## config.mk

```make
export PLATFORM = sky130hd
export DESIGN_NAME = slice_xpose_buf
export DESIGN_NICKNAME = d
export VERILOG_FILES = /design/src/rtl/xpose_pkg.sv /design/src/rtl/xpose_ctrl.sv /design/src/rtl/xpose_dpath.sv /design/src/rtl/slice_xpose_buf.sv
export SDC_FILE = /design/constraint.sdc
export NUM_CORES = 1
export LEC_CHECK = 0
export ABC_AREA = 1
export BUFFER_PORTS_ARGS = -buffer_cell sky130_fd_sc_hd__buf_2
export CAP_MARGIN = 0
export CORE_ASPECT_RATIO = 1.75
export CORE_MARGIN = 1
export CORE_UTILIZATION = 50
export CTS_CLUSTER_DIAMETER = 50
export DETAILED_ROUTE_END_ITERATION = 7
export GPL_TIMING_DRIVEN = 0
export PLACE_DENSITY_LB_ADDON = 0.12
export SLEW_MARGIN = 20
export SYNTH_ARGS = -nofsm -noshare
export SYNTH_HDL_FRONTEND = slang
export SYNTH_HIERARCHICAL = 1
export SYNTH_SLANG_ARGS = --single-unit
export TNS_END_PERCENT = 20
```

## constraint.sdc

```tcl
create_clock -name clk -period 2 [get_ports clk]
set_input_delay 0.1 -clock clk [delete_from_list [all_inputs] [get_ports clk]]
set_output_delay 0.1 -clock clk [all_outputs]
set_load 0.05 [all_outputs]
```

## src/rtl/xpose_pkg.sv

```systemverilog
package xpose_pkg;
  parameter int unsigned XP_WORD_W  = 16;
  parameter int unsigned XP_WORDS   = 8;
  parameter int unsigned XP_SLICE_W = 4;

  localparam int unsigned XP_GROUPS = XP_WORDS / XP_SLICE_W;
  localparam int unsigned XP_READS  = XP_WORD_W * XP_GROUPS;
  localparam int unsigned XP_WIDX_W = (XP_WORDS  > 1) ? $clog2(XP_WORDS)  : 1;
  localparam int unsigned XP_BIDX_W = (XP_WORD_W > 1) ? $clog2(XP_WORD_W) : 1;
  localparam int unsigned XP_GIDX_W = (XP_GROUPS > 1) ? $clog2(XP_GROUPS) : 1;
  localparam int unsigned XP_RCNT_W = (XP_READS  > 1) ? $clog2(XP_READS)  : 1;

  typedef struct packed {
    logic                 wrStrobe;
    logic [XP_WIDX_W-1:0] wrIdx;
    logic                 rdStrobe;
    logic [XP_BIDX_W-1:0] bitIdx;
    logic [XP_GIDX_W-1:0] grpIdx;
  } xpose_ctl_t;
endpackage

```

## src/rtl/xpose_ctrl.sv

```systemverilog
module xpose_ctrl
  import xpose_pkg::*;
(
  input  logic       clk,
  input  logic       rst,
  input  logic       wrEn,
  input  logic       rdEn,
  output xpose_ctl_t ctl,
  output logic       blockReady
);
  localparam int unsigned LAST_WR = XP_WORDS - 1;
  localparam int unsigned LAST_RD = XP_READS - 1;

  logic [XP_WIDX_W-1:0] wrCnt;
  logic [XP_RCNT_W-1:0] rdCnt;
  logic                 readyQ;
  logic                 wrTake;
  logic                 rdTake;

  assign wrTake = wrEn && !readyQ;
  assign rdTake = rdEn && readyQ;

  always_ff @(posedge clk) begin
    if (rst) begin
      wrCnt  <= '0;
      rdCnt  <= '0;
      readyQ <= 1'b0;
    end else begin
      if (wrTake) begin
        if (wrCnt == XP_WIDX_W'(LAST_WR)) begin
          wrCnt  <= '0;
          readyQ <= 1'b1;
        end else begin
          wrCnt <= wrCnt + 1'b1;
        end
      end
      if (rdTake) begin
        if (rdCnt == XP_RCNT_W'(LAST_RD)) begin
          rdCnt  <= '0;
          readyQ <= 1'b0;
        end else begin
          rdCnt <= rdCnt + 1'b1;
        end
      end
    end
  end

  always_comb begin
    ctl.wrStrobe = wrTake;
    ctl.wrIdx    = wrCnt;
    ctl.rdStrobe = rdTake;
    ctl.bitIdx   = XP_BIDX_W'(rdCnt / XP_RCNT_W'(XP_GROUPS));
    ctl.grpIdx   = XP_GIDX_W'(rdCnt % XP_RCNT_W'(XP_GROUPS));
  end

  assign blockReady = readyQ;

  // the flag only rises as the result of a write in the previous cycle
  p_ready_rise_r3: assert property (@(posedge clk) disable iff (rst)
    $rose(readyQ) |-> $past(wrEn));

  // outside reset the flag only falls as the result of a read
  p_ready_fall_r8: assert property (@(posedge clk) disable iff (rst)
    ($fell(readyQ) && !$past(rst)) |-> $past(rdEn));

  // a full block always has its fill position parked at coefficient 0
  p_fill_parked_r2: assert property (@(posedge clk) disable iff (rst)
    readyQ |-> (wrCnt == '0));

  // while filling, the drain position is parked at read 0
  p_drain_parked_r6: assert property (@(posedge clk) disable iff (rst)
    !readyQ |-> (rdCnt == '0));
endmodule

```

## src/rtl/xpose_dpath.sv

```systemverilog
module xpose_dpath
  import xpose_pkg::*;
(
  input  logic                  clk,
  input  logic                  rst,
  input  xpose_ctl_t            ctl,
  input  logic [XP_WORD_W-1:0]  wrData,
  output logic [XP_SLICE_W-1:0] sliceOut
);
  logic [XP_WORD_W-1:0]  coefMem [XP_WORDS];
  logic [XP_SLICE_W-1:0] sliceNxt;

  always_ff @(posedge clk) begin
    if (ctl.wrStrobe) coefMem[ctl.wrIdx] <= wrData;
  end

  for (genvar j = 0; j < XP_SLICE_W; j++) begin : g_slice
    always_comb begin
      sliceNxt[j] = coefMem[XP_WIDX_W'(int'(ctl.grpIdx) * XP_SLICE_W + j)][ctl.bitIdx];
    end
  end

  always_ff @(posedge clk) begin
    if (rst)               sliceOut <= '0;
    else if (ctl.rdStrobe) sliceOut <= sliceNxt;
  end

  // a store and a slice fetch never share a cycle
  p_no_overlap_r4: assert property (@(posedge clk) disable iff (rst)
    !(ctl.wrStrobe && ctl.rdStrobe));
endmodule

```

## src/rtl/slice_xpose_buf.sv

```systemverilog
module slice_xpose_buf
  import xpose_pkg::*;
(
  input  logic                  clk,
  input  logic                  rst,
  input  logic                  wrEn,
  input  logic [XP_WORD_W-1:0]  wrData,
  input  logic                  rdEn,
  output logic [XP_SLICE_W-1:0] sliceOut,
  output logic                  blockReady
);
  xpose_ctl_t ctl;

  xpose_ctrl ctrl_i (
    .clk        (clk),
    .rst        (rst),
    .wrEn       (wrEn),
    .rdEn       (rdEn),
    .ctl        (ctl),
    .blockReady (blockReady)
  );

  xpose_dpath dpath_i (
    .clk      (clk),
    .rst      (rst),
    .ctl      (ctl),
    .wrData   (wrData),
    .sliceOut (sliceOut)
  );
endmodule

```

==> results of run 1 <==
[stage by stage]
step           area, sq um  power (mW)
5_1_grt               7030        7.25
3_5_place_dp          6180        3.60
2_1_floorplan         5770        3.48
4_1_cts               7020        7.09
3_3_place_gp          6060        3.57
6_report              7030        7.06
[cells in the final DEF, fill, tap and decap left out, types with 2 or more instances in the layout]
master	instances
o21ai_0	8
dfxtp_1	13
clkbuf_2	2
nor2_2	6
nor2_1	17
clkinv_2	2
buf_4	7
ha_1	4
nand2_2	2
clkinvlp_4	2
o21bai_1	2
inv_2	2
buf_8	6
a21oi_1	5
clkbuf_16	17
inv_1	14
edfxtp_1	128
dlygate4sd3_1	18
nor2_4	3
bufinv_16	6
clkbuf_1	5
nand2_1	175
buf_6	4
buf_2	35
nand3_1	107
[cell usage after synthesis]
library cell and number:
nor2_1 26, buf_6 3, a21oi_1 5, buf_2 11, edfxtp_1 128, buf_1 1
buf_4 7, o21bai_1 2, clkbuf_1 4, nor3_2 1, dfxtp_1 13, nor3_1 1
nand3_1 107, inv_2 2, inv_1 14, o21ai_0 8, nand2_2 2, ha_1 4
nand2_1 175
[routing by layer]
metal  vias up  GRT usage (%)  part of all wire [%]
met4         0           15.3                   4.1
met3        43           4.05                   4.1
met5         -              0                     0
met1      1899           25.9                    37
li1       1912              -                     -
met2       129           46.0                    55
[worst paths after layout]
check                                     endpoint  slack, ns  cells past startpoint
hold / removal        ctrl_i/rdCnt[3]$_SDFFE_PP0N_       0.06                      5
setup reg to reg   dpath_i/coefMem[2][2]$_DFFE_PP_       0.08                      5
hold reg to reg   dpath_i/sliceOut[1]$_SDFFE_PP0P_       0.52                      2
setup / recovery   dpath_i/coefMem[2][2]$_DFFE_PP_       0.08                      5
[kinds of logic (layout without fill, tap and decap cells)]
group / after synthesis / count (layout) / share of synthesized area, %
AOI/OAI and AO/OA: 15 / 15 / 1.39
and+or+nand+nor: 312 / 312 / 22.8
buffers and inverters: 42 / 122 / 3.82
adders and majority gates: 4 / 4 / 0.867
DFF: 141 / 141 / 71.1
[power groups by stage]
stage / clock network (mW) / registers (mW) / logic [mW]
floorplan: 0 / 3.38 / 0.102
global placement: 0 / 3.38 / 0.193
detailed placement: 0 / 3.38 / 0.226
CTS: 3.52 / 3.32 / 0.257
global route: 3.64 / 3.32 / 0.282
finish: 3.49 / 3.32 / 0.257
[critical path, cell delays in order, from the launching register on]
cell	delay, ns
dfxtp_1	0.35
nor2_2	0.19
buf_4	0.14
nand2_1	0.13
nor2_2	0.57
buf_8	0.23
[layout make-up]
class	count	area share, %
clock inverter	12	3.10
sequential	141	58.4
inverter	16	0.854
multi-input combinational	331	21.1
timing repair buffer	49	5.71
buffer	26	2.31
tap	132	2.35
clock buffer	19	6.16
[flip-flops by register name, indices dropped and copies added (netlist names)]
| signal | flops |
|---|---|
| dpath_i/coefMem | 128 |
| ctrl_i/rdCnt | 5 |
| dpath_i/sliceOut | 4 |
| ctrl_i/wrCnt | 3 |
| ctrl_i/blockReady | 1 |
[repair_timing]
| item | in CTS | in global routing |
|---|---|---|
| hold endpoints to repair | 133 | 0 |
| setup buffers | 0 | 0 |
| pin swaps | 0 | 1 |
| gates cloned | 0 | 0 |
| hold buffers | 18 | 0 |
| gates resized for setup | 2 | 4 |
| endpoints found under the setup margin | 17 | 76 |
==> results_tabular.tex, run 1 <==
\begin{tabular}{lr}
\hline
Metric & Value \\
\hline
\multicolumn{2}{l}{\textbf{Cells and area}} \\
Post-layout net count & 606 \\
Layout cell share with drive strength beyond 1 & 16.2\% \\
Fill cell instance count of the final layout & approximately 900 \\
Area taken by flip-flops and latches & 0.00410 sq mm \\
Layout overhead on the synthesized area & 21.8\% \\
Diode insertion count for antenna repair & 0 \\
Post-route non-filler standard cell count & 726 \\
Final core utilization & 62.9\% \\
Area taken by multi-input logic gates & 0.00149 sq mm \\
\multicolumn{2}{l}{\textbf{Run}} \\
Number of max-capacitance violations reported & 0 \\
\multicolumn{2}{l}{\textbf{Power and ir drop}} \\
Max VDD drop & a little over 0.7 mV \\
Logic gate share of total power & 3.6\% \\
P\_int & 5.71 mW \\
Share of total power in sequential cells & 47.0\% \\
Leakage power total & 2.67 nW \\
Net switching power & 1.35 mW \\
Fraction of power spent switching nets & 19.1\% \\
Share of total power in the clock network & between 40\% and 50\% \\
Power density normalized to cell area & about 1000 mW/mm\^{}2 \\
\multicolumn{2}{l}{\textbf{Timing}} \\
Highest clock frequency the design can meet & 519 MHz \\
Worst Hold Slack & roughly 0.059 ns \\
Number of setup violations in the final report & 0 \\
Transition time at the pin with the least slew margin & 0.680 ns \\
Max-slew headroom & 54.6\% \\
Period Utilization, post-route & $\sim$96\% \\
Unrepaired setup endpoints after global routing & yes \\
Slew Limit Fails & 0 \\
Time the final worst path needs with I/O delays and setup & 1.92 ns \\
Fin Setup TNS & 0 ns \\
Endpoints failing hold & 0 \\
Final setup skew & approximately 0.0057 ns \\
Final worst setup slack & 0.0750 ns \\
\multicolumn{2}{l}{\textbf{Synthesis}} \\
Number of warning messages in the yosys log & 6 \\
Post-synth top area cell & edfxtp\_1 \\
Top-area cell type share of the netlist area & 66.6\% \\
Synthesized net count & 538 \\
Seq/Total Area, Yosys & 71.1\% \\
Largest cells by area after synthesis & edfxtp\_1 (67\%), nand2\_1 (11\%), nand3\_1 (9.3\%) \\
Mapped Area & 0.00577 sq mm \\
Cell count after synthesis & 514 \\
Average size of a mapped cell & 11.2 sq um \\
Synthesis-stage register bit count & between 100 and 150 \\
Synth cell types & 19 \\
\multicolumn{2}{l}{\textbf{Die}} \\
Area enclosed by the die boundary & 0.0120 sq mm \\
Top Ports & 25 \\
Die outline width & between 80 and 90 um \\
Initial core utilization & 51.7\% \\
Die height & 144 um \\
Core Rows & 51 \\
Standard cell core area & about 0.011 sq mm \\
\multicolumn{2}{l}{\textbf{Place}} \\
Post-Place Worst Slack & -0.0628 ns \\
IO buf count & 24 \\
Cell count after placement & 677 \\
Routability cong. & 0.883 \\
Hpwl dp & 9.40 mm \\
\multicolumn{2}{l}{\textbf{Route}} \\
Number of detailed-route iterations in the first pass & 5 \\
Remaining DRCs & 0 \\
Number of nets with antenna violations after routing & 0 \\
Number of design-rule violations left by the first detailed-router iteration & between 300 and 400 \\
Vias & 3983 \\
Aggregate routed wire length & 14.0 mm \\
Average wire per cell in the routed design & between 15 and 20 um \\
Number of vias per cell & about 5.5 \\
\multicolumn{2}{l}{\textbf{Critical path}} \\
Category of the worst setup path launch point & flop \\
Worst-path fanout max & 9 \\
Required time of the worst setup path & $\sim$2.1 ns \\
Reg-to-reg critical path startpoint & ctrl\_i/blockReady\$\_SDFF\_PP0\_ \\
Endpoint class of the critical path & flop \\
Worst Path Arrival & around 2.1 ns \\
Kind of critical path & reg -> reg \\
Startpoint of the most critical setup path & ctrl\_i/blockReady\$\_SDFF\_PP0\_ \\
\multicolumn{2}{l}{\textbf{Hold path}} \\
Startpoint of the tightest hold check path & rdEn \\
Worst min-delay path category & in -> reg \\
\multicolumn{2}{l}{\textbf{Clocking}} \\
Clock sink total & 141 \\
TritonCTS clock tree & built \\
Number of buffers inserted during clock tree synthesis & 17 \\
Clock Tree Root & clkbuf\_16 \\
Clock latency reported for the late side of the worst-skew pair & 0.42 ns \\
Buffers from clock root to sink, at most & 2 \\
Maximum level of the CTS H-tree & 4 \\
Clock slew seen by the registers of the worst setup and hold paths & 0.06 ns \\
\multicolumn{2}{l}{\textbf{GRT}} \\
GRT Resource Usage Total & 24.7\% \\
Maximum number of pins on one net before global-route repair & 17 \\
First-pass GRT wire length & approximately 21 mm \\
Global route total overflow & 0 \\
Number of global-route vias before repair & 4060 \\
Initial antenna violation count & 0 \\
\multicolumn{2}{l}{\textbf{Status}} \\
Outcome & completed \\
\hline
\end{tabular}
(Power assumes the default switching activity.)
==> run 2, diff against run 1 <==
--- a/config.mk
+++ b/config.mk
@@ -18,6 +18,5 @@
 export SLEW_MARGIN = 20
 export SYNTH_ARGS = -nofsm -noshare
 export SYNTH_HDL_FRONTEND = slang
-export SYNTH_HIERARCHICAL = 1
 export SYNTH_SLANG_ARGS = --single-unit
 export TNS_END_PERCENT = 20
==> run 2 against run 1 <==
Effect of this change:
- setup slack better by 0.044 ns
- final cell count up 11%
- combinational power about the same
- die area increased by 5.1%
- clock-buffer cell count is 2 lower
- routed wire length grew 0.45%
- synthesized cell count increased by 15%
- clock power decreased by 6.0%
- via count increased by 4.0%
- worst hold slack gained 0.12 ns
- sequential power is essentially flat
- critical path type unchanged
- largest power group is now registers
==> results_tabular.tex, run 2 <==
\begin{tabular}{lr}
\hline
Metric & Value \\
\hline
\multicolumn{2}{l}{\textbf{Timing}} \\
Highest clock frequency the design can meet & 532 MHz (+2.3\%) \\
Max-slew headroom & 53.4\% (-1.1 points) \\
Period Utilization, post-route & 94.0\% (-2.2 points) \\
Time the final worst path needs with I/O delays and setup & 1.88 ns (-0.0442 ns) \\
Endpoints failing hold & 0 (unchanged) \\
Number of setup violations in the final report & 0 (unchanged) \\
Transition time at the pin with the least slew margin & 0.697 ns (+0.0171 ns) \\
Unrepaired setup endpoints after global routing & no \\
Fin Setup TNS & 0 ns (unchanged) \\
Slew Limit Fails & 0 (unchanged) \\
Final setup skew & 0.0101 ns (+0.00439 ns) \\
\multicolumn{2}{l}{\textbf{Critical path}} \\
Endpoint class of the critical path & flop \\
End of the worst register-to-register path & dpath\_i.coefMem[7][1]\$\_DFFE\_PP\_ \\
Category of the worst setup path launch point & flop \\
Path depth of the worst reg2reg path & 6 (+1) \\
Worst-path fanout max & 9 (unchanged) \\
Worst Path Arrival & 2.01 ns (-0.04 ns) \\
Required time of the worst setup path & 2.13 ns (about the same) \\
Slack of the worst reg-to-reg path & 0.12 ns (+0.04 ns) \\
Kind of critical path & reg -> reg \\
Reg-to-reg critical path startpoint & ctrl\_i.blockReady\$\_SDFF\_PP0\_ \\
\multicolumn{2}{l}{\textbf{GRT}} \\
Maximum number of pins on one net before global-route repair & 17 (unchanged) \\
Global route total overflow & 0 (unchanged) \\
Initial antenna violation count & 0 (unchanged) \\
Number of global-route vias before repair & 4195 (+3.3\%) \\
First-pass GRT wire length & 21.8 mm (+1.9\%) \\
GRT Resource Usage Total & 24.0\% (-0.78 points) \\
\multicolumn{2}{l}{\textbf{Cells and area}} \\
Layout cell share with drive strength beyond 1 & 14.6\% (-1.5 points) \\
Layout overhead on the synthesized area & 19.8\% \\
Number of flip-flops under the largest register name & 128 (unchanged) \\
Fill cell instance count of the final layout & 958 (+8.1\%) \\
Commonest cells after routing, fill and taps aside & nand2\_1 (210), edfxtp\_1 (128), nand3\_1 (80) \\
Post-layout net count & 682 (+13\%) \\
Register bank with the most flops & dpath\_i.coefMem \\
Diode insertion count for antenna repair & 0 (unchanged) \\
Most common cell after layout, fill and taps aside & nand2\_1 \\
Finished Cell Area & 0.00727 sq mm (+3.5\%) \\
Largest registers & dpath\_i.coefMem: 128 flops, ctrl\_i.rdCnt: 5 flops, dpath\_i.sliceOut: 4 flops \\
\multicolumn{2}{l}{\textbf{Synthesis}} \\
Largest cells by area after synthesis & edfxtp\_1 (63\%), nand2\_1 (13\%), nand3\_1 (6.6\%) \\
Synthesized net count & 615 (+14\%) \\
Most instantiated flip-flop cell in the synthesis netlist & edfxtp\_1 \\
Seq/Total Area, Yosys & 67.9\% (-3.2 points) \\
Top-area cell type share of the netlist area & 63.3\% (-3.3 points) \\
Share of flip-flops with an asynchronous set or reset & 0\% (unchanged) \\
Most numerous cell types in the synthesized netlist & nand2\_1 (210), edfxtp\_1 (128), nand3\_1 (80) \\
Synth cell types & 24 (+5) \\
Most common cell in the synthesized netlist & nand2\_1 \\
Synthesis-stage register bit count & 142 (+0.71\%) \\
Number of warning messages in the yosys log & 0 (-6) \\
Number of enable flip-flop cells after synthesis & 128 (unchanged) \\
Mapped Area & 0.00607 sq mm (+5.2\%) \\
Post-synth top area cell & edfxtp\_1 \\
Cell count after synthesis & 590 (+15\%) \\
Average size of a mapped cell & 10.3 sq um (-8.4\%) \\
\multicolumn{2}{l}{\textbf{Hold path}} \\
Startpoint of the tightest hold check path & rdEn \\
End point of the worst hold path & ctrl\_i.rdCnt[4]\$\_SDFFE\_PP0N\_ \\
Worst min-delay path category & in -> reg \\
Number of cells on the worst hold path & 3 (-2) \\
\multicolumn{2}{l}{\textbf{Die}} \\
Die height & 148 um (+2.5\%) \\
Standard cell core area & 0.0117 sq mm (+4.9\%) \\
Top Ports & 25 (unchanged) \\
Area enclosed by the die boundary & 0.0126 sq mm (+5.1\%) \\
Initial core utilization & 51.8\% (+0.15 points) \\
Die outline width & 85.3 um (+2.5\%) \\
Core Rows & 52 (+2.0\%) \\
\multicolumn{2}{l}{\textbf{Place}} \\
IO buf count & 24 (unchanged) \\
Routability cong. & 0.922 (+4.5\%) \\
Total placed instance area & 0.00647 sq mm (+4.7\%) \\
Hpwl dp & 9.53 mm (+1.3\%) \\
\multicolumn{2}{l}{\textbf{Power and ir drop}} \\
Max VDD drop & 0.675 mV (-7.0\%) \\
Power Total & 6.88 mW (-2.6\%) \\
Power density normalized to cell area & 946 mW/mm\^{}2 (-5.9\%) \\
Leakage power total & 3.06 nW (+15\%) \\
\multicolumn{2}{l}{\textbf{Route}} \\
Number of detailed-route iterations in the first pass & 5 (unchanged) \\
Vias & 4144 (+4.0\%) \\
Number of nets with antenna violations after routing & 0 (unchanged) \\
Number of vias per cell & 5.15 (-6.2\%) \\
Average wire per cell in the routed design & 17.4 um (-9.4\%) \\
Number of design-rule violations left by the first detailed-router iteration & 241 (-22\%) \\
Remaining DRCs & 0 (unchanged) \\
Aggregate routed wire length & 14.0 mm (+0.45\%) \\
\multicolumn{2}{l}{\textbf{Run}} \\
Number of max-capacitance violations reported & 0 (unchanged) \\
\multicolumn{2}{l}{\textbf{Clocking}} \\
Clock sink total & 142 (+0.71\%) \\
Clock slew seen by the registers of the worst setup and hold paths & 0.07 ns (about the same) \\
Number of cells upsized or downsized after cts & 0 (-2) \\
Number of buffers inserted during clock tree synthesis & 17 (unchanged) \\
Clock latency reported for the late side of the worst-skew pair & 0.43 ns (about the same) \\
Setup bufs post-CTS & 0 (unchanged) \\
Buffers from clock root to sink, at most & 2 (unchanged) \\
TritonCTS clock tree & built \\
Clock Tree Root & clkbuf\_16 \\
Maximum level of the CTS H-tree & 4 (unchanged) \\
\multicolumn{2}{l}{\textbf{Status}} \\
Outcome & completed \\
\hline
\end{tabular}
[run 2: cell count changes after synthesis, moves of 3 or more]
cell and change:
clkbuf_1 -3, nand2_1 +35, buf_2 +7, buf_4 -5, nand3_1 -27, inv_1 +58
or2_0 +5, a21oi_1 +3, or2_1 +4, o211ai_1 +3, nor2_1 -7
[run 2: metrics by stage]
step | worst slack (ns) | util [%] | hold slack [ns] | std cells
after CTS | 0.127 | 62.1 | 0.156 | 805
after global placement | -0.587 | 54.3 | 0.365 | 749
after floorplan | -0.0132 | - | 0.178 | 590
after global routing | 0.0170 | 62.1 | 0.198 | 805
final | 0.119 | 62.1 | 0.176 | 805
after detailed placement | 0.126 | 55.3 | 0.374 | 755
[run 2: worst max-delay path, cell delays in order, from the launching register on]
cell and delay [ns]:
dfxtp_1 0.33, nor2_1 0.15, inv_1 0.11, nor2_1 0.09, inv_1 0.12, nor2_2 0.54, buf_8 0.23
[run 2: area by class of cell]
type	instances	area [sq um]	share of cell area, %
Clock inverter	15	194	2.67
Tap cell	135	169	2.32
Timing Repair Buffer	48	383	5.26
Clock buffer	17	425	5.85
Sequential cell	142	4120	56.7
Inverter	78	293	4.03
Buffer	25	140	1.93
Multi-Input combinational cell	345	1540	21.2
[run 2: logic make-up after synthesis]
group,share of synthesized area (%)
buffers and inverters,7.13
flip-flops,67.9
AO/OA/AOI/OAI,1.77
AND/OR/NAND/NOR,22.0
XOR/XNOR,0.144
adder cells (fa/ha/maj),1.03
[run 2: worst max-delay path by stage]
stage               cells after the start                          endpoint                          from
floorplan                               5   dpath_i.coefMem[1][0]$_DFFE_PP_  ctrl_i.blockReady$_SDFF_PP0_
CTS                                     6   dpath_i.coefMem[5][5]$_DFFE_PP_  ctrl_i.blockReady$_SDFF_PP0_
global route                            6   dpath_i.coefMem[7][2]$_DFFE_PP_  ctrl_i.blockReady$_SDFF_PP0_
finish                                  6   dpath_i.coefMem[7][1]$_DFFE_PP_  ctrl_i.blockReady$_SDFF_PP0_
detailed placement                      6  dpath_i.coefMem[7][13]$_DFFE_PP_  ctrl_i.blockReady$_SDFF_PP0_
global placement                        5   dpath_i.coefMem[5][5]$_DFFE_PP_  ctrl_i.blockReady$_SDFF_PP0_
[run 2: metal layers]
metal | GRT usage [%] | wire, um | up-vias
met2 | 38.7 | 7050 | 119
li1 | - | - | 2065
met5 | 0 | 0 | -
met1 | 29.8 | 5770 | 1923
met3 | 4.36 | 573 | 37
met4 | 14.9 | 613 | 0
[run 2: power breakdown]
part / switching, mW / internal (mW)
registers: 0.0210 / 3.31
clock network: 1.37 / 1.91
logic: 0.168 / 0.0906
total: 1.56 / 5.31
[run 2: timing repair]
action,CTS,global route
endpoints found under the hold margin,133,0
hold buffers,18,0
setup endpoints to repair,0,0
==> run 3, diff against run 2 <==
--- a/config.mk
+++ b/config.mk
@@ -10,7 +10,7 @@
 export CAP_MARGIN = 0
 export CORE_ASPECT_RATIO = 1.75
 export CORE_MARGIN = 1
-export CORE_UTILIZATION = 50
+export CORE_UTILIZATION = 55
 export CTS_CLUSTER_DIAMETER = 50
 export DETAILED_ROUTE_END_ITERATION = 7
 export GPL_TIMING_DRIVEN = 0
==> run 3 against run 2 <==
Effect of this change:
- routed wire length fell by 0.82%
- worst hold slack worse by 0.026 ns
- combinational power up 2%
- core utilization rose by 6.0 points
- via count is 1.2% higher
- critical endpoint is now dpath_i.coefMem[3][13]$_DFFE_PP_
==> results_tabular.tex, run 3 (synthesis gave the netlist of run 2 again) <==
\begin{tabular}{lr}
\hline
Metric & Value \\
\hline
\multicolumn{2}{l}{\textbf{Critical path}} \\
Slack of the worst reg-to-reg path & 0.003 ns (-0.12 ns) \\
End of the worst register-to-register path & dpath\_i.coefMem[3][13]\$\_DFFE\_PP\_ \\
Endpoint class of the critical path & flop \\
Reg-to-reg critical path startpoint & ctrl\_i.blockReady\$\_SDFF\_PP0\_ \\
Path depth of the worst reg2reg path & 6 (unchanged) \\
Required time of the worst setup path & 2.12 ns (about the same) \\
Worst Path Arrival & 2.12 ns (+0.11 ns) \\
Kind of critical path & reg -> reg \\
Category of the worst setup path launch point & flop \\
Worst-path fanout max & 9 (unchanged) \\
\multicolumn{2}{l}{\textbf{Timing}} \\
Time the final worst path needs with I/O delays and setup & 2.00 ns (+0.116 ns) \\
Highest clock frequency the design can meet & 501 MHz (-5.8\%) \\
Unrepaired setup endpoints after global routing & yes \\
Period Utilization, post-route & 99.8\% (+5.8 points) \\
Endpoints failing hold & 0 (unchanged) \\
Max-slew headroom & 54.6\% (+1.2 points) \\
Slew Limit Fails & 0 (unchanged) \\
Final setup skew & 0.00886 ns (-0.00120 ns) \\
Fin Setup TNS & 0 ns (unchanged) \\
Number of setup violations in the final report & 0 (unchanged) \\
Transition time at the pin with the least slew margin & 0.680 ns (-0.0166 ns) \\
\multicolumn{2}{l}{\textbf{Die}} \\
Die outline width & 81.4 um (-4.5\%) \\
Standard cell core area & 0.0107 sq mm (-8.7\%) \\
Die height & 141 um (-4.6\%) \\
Area enclosed by the die boundary & 0.0115 sq mm (-8.9\%) \\
Top Ports & 25 (unchanged) \\
Initial core utilization & 56.7\% (+4.9 points) \\
Core Rows & 50 (-3.8\%) \\
\multicolumn{2}{l}{\textbf{Clocking}} \\
Clock sink total & 142 (unchanged) \\
Buffers from clock root to sink, at most & 2 (unchanged) \\
Clock latency reported for the late side of the worst-skew pair & 0.42 ns (about the same) \\
Clock Tree Root & clkbuf\_16 \\
Number of buffers inserted during clock tree synthesis & 17 (unchanged) \\
Maximum level of the CTS H-tree & 4 (unchanged) \\
Number of cells upsized or downsized after cts & 0 (unchanged) \\
Clock slew seen by the registers of the worst setup and hold paths & 0.06 ns (about the same) \\
TritonCTS clock tree & built \\
\multicolumn{2}{l}{\textbf{Power and ir drop}} \\
Power density normalized to cell area & 939 mW/mm\^{}2 (-0.76\%) \\
Leakage power total & 3.06 nW (about the same) \\
Max VDD drop & 0.757 mV (+12\%) \\
\multicolumn{2}{l}{\textbf{Route}} \\
Vias & 4192 (+1.2\%) \\
Number of detailed-route iterations in the first pass & 5 (unchanged) \\
Aggregate routed wire length & 13.9 mm (-0.82\%) \\
Number of vias per cell & 5.23 (+1.5\%) \\
Average wire per cell in the routed design & 17.3 um (-0.45\%) \\
Number of design-rule violations left by the first detailed-router iteration & 337 (+40\%) \\
Number of nets with antenna violations after routing & 0 (unchanged) \\
Remaining DRCs & 0 (unchanged) \\
\multicolumn{2}{l}{\textbf{Cells and area}} \\
Post-route non-filler standard cell count & 802 (-0.37\%) \\
Post-layout net count & 684 (+0.29\%) \\
Register bank with the most flops & dpath\_i.coefMem \\
Largest registers & dpath\_i.coefMem: 128 flops, ctrl\_i.rdCnt: 5 flops, dpath\_i.sliceOut: 4 flops \\
Number of flip-flops under the largest register name & 128 (unchanged) \\
Commonest cells after routing, fill and taps aside & nand2\_1 (210), edfxtp\_1 (128), nand3\_1 (80) \\
Most common cell after layout, fill and taps aside & nand2\_1 \\
Diode insertion count for antenna repair & 0 (unchanged) \\
Layout cell share with drive strength beyond 1 & 14.6\% (-0.044 points) \\
Layout overhead on the synthesized area & 19.9\% \\
\multicolumn{2}{l}{\textbf{GRT}} \\
GRT Resource Usage Total & 26.6\% (+2.6 points) \\
Maximum number of pins on one net before global-route repair & 17 (unchanged) \\
First-pass GRT wire length & 21.3 mm (-2.2\%) \\
Number of global-route vias before repair & 4151 (-1.0\%) \\
Initial antenna violation count & 0 (unchanged) \\
Global route total overflow & 0 (unchanged) \\
\multicolumn{2}{l}{\textbf{Status}} \\
Outcome & completed \\
\multicolumn{2}{l}{\textbf{Hold path}} \\
Number of cells on the worst hold path & 5 (+2) \\
End point of the worst hold path & ctrl\_i.wrCnt[2]\$\_SDFFE\_PP0P\_ \\
Startpoint of the tightest hold check path & wrEn \\
Worst min-delay path category & in -> reg \\
\multicolumn{2}{l}{\textbf{Place}} \\
Cell count after placement & 752 (-0.40\%) \\
Hpwl dp & 9.51 mm (-0.20\%) \\
IO buf count & 24 (unchanged) \\
Routability cong. & 0.891 (-3.3\%) \\
\multicolumn{2}{l}{\textbf{Run}} \\
Number of max-capacitance violations reported & 0 (unchanged) \\
\hline
\end{tabular}
## run 3: changes by cell type in the layout (fill, tap and decap cells not counted), sizes merged
| cell | before | now |
|---|---|---|
| clkinvlp | 0 | 3 |
| bufinv | 2 | 3 |
| inv | 85 | 81 |
| buf | 53 | 55 |
## run 3: per-stage QoR
stage / power, mW / worst slack (ns) / instance area (sq um) / utilization (%) / hold slack (ns)
floorplan: 3.50 / -0.0132 / 6070 / - / 0.178
CTS: 6.84 / -0.00871 / 7280 / 68.0 / 0.147
finish: 6.83 / 0.00335 / 7280 / 68.0 / 0.150
global placement: 3.60 / -0.570 / 6350 / 59.4 / 0.362
detailed placement: 3.63 / 0.00379 / 6490 / 60.7 / 0.379
global route: 7.00 / -0.111 / 7280 / 68.0 / 0.206
## run 3: repair_timing
action                                 4_1_cts  5_1_grt
setup endpoints to repair                   13       28
endpoints found under the hold margin      132        0
buffers inserted                             0        0
hold buffers                                18        0
## run 3: report_power, final
part,internal [mW],total [mW],switching (mW)
registers,3.31,3.33,0.0207
clock network,1.98,3.23,1.25
logic,0.0948,0.265,0.170
## run 3: final cells by class
class                   count  area (sq um)
well taps                 130           163
clock inverters            15           184
repair buffers             50           417
plain buffers              25           140
multi-input cells         345          1530
flip-flops and latches    142          4120
inverters                  78           293
fillers                   831          3420
clock buffers              17           425
## run 3: metal layers
metal	up-vias	wire length [um]	GRT usage [%]	part of all wire, %
li1	2070	-	-	-
met3	41	529	6.08	3.8
met5	-	0	0	0
met1	1960	5660	31.4	41
met2	121	7050	43.4	51
met4	0	667	15.2	4.8
## run 3: worst max-delay path by stage
stage	startpoint	endpoint	slack, ns	cells past startpoint
2_1_floorplan	ctrl_i.blockReady$_SDFF_PP0_	dpath_i.coefMem[1][0]$_DFFE_PP_	-0.01	5
3_5_place_dp	ctrl_i.blockReady$_SDFF_PP0_	dpath_i.coefMem[3][13]$_DFFE_PP_	0.004	6
4_1_cts	ctrl_i.blockReady$_SDFF_PP0_	dpath_i.coefMem[3][13]$_DFFE_PP_	-0.009	6
6_report	ctrl_i.blockReady$_SDFF_PP0_	dpath_i.coefMem[3][13]$_DFFE_PP_	0.003	6
3_3_place_gp	ctrl_i.blockReady$_SDFF_PP0_	dpath_i.coefMem[1][15]$_DFFE_PP_	-0.57	5
5_1_grt	ctrl_i.blockReady$_SDFF_PP0_	dpath_i.coefMem[3][13]$_DFFE_PP_	-0.11	6
## run 3: critical path: stages, from the launching register on
cell and delay [ns]:
dfxtp_1 0.33, nor2_1 0.16, inv_1 0.12, nor2_1 0.16, inv_1 0.15, nor2_2 0.55, buf_8 0.23
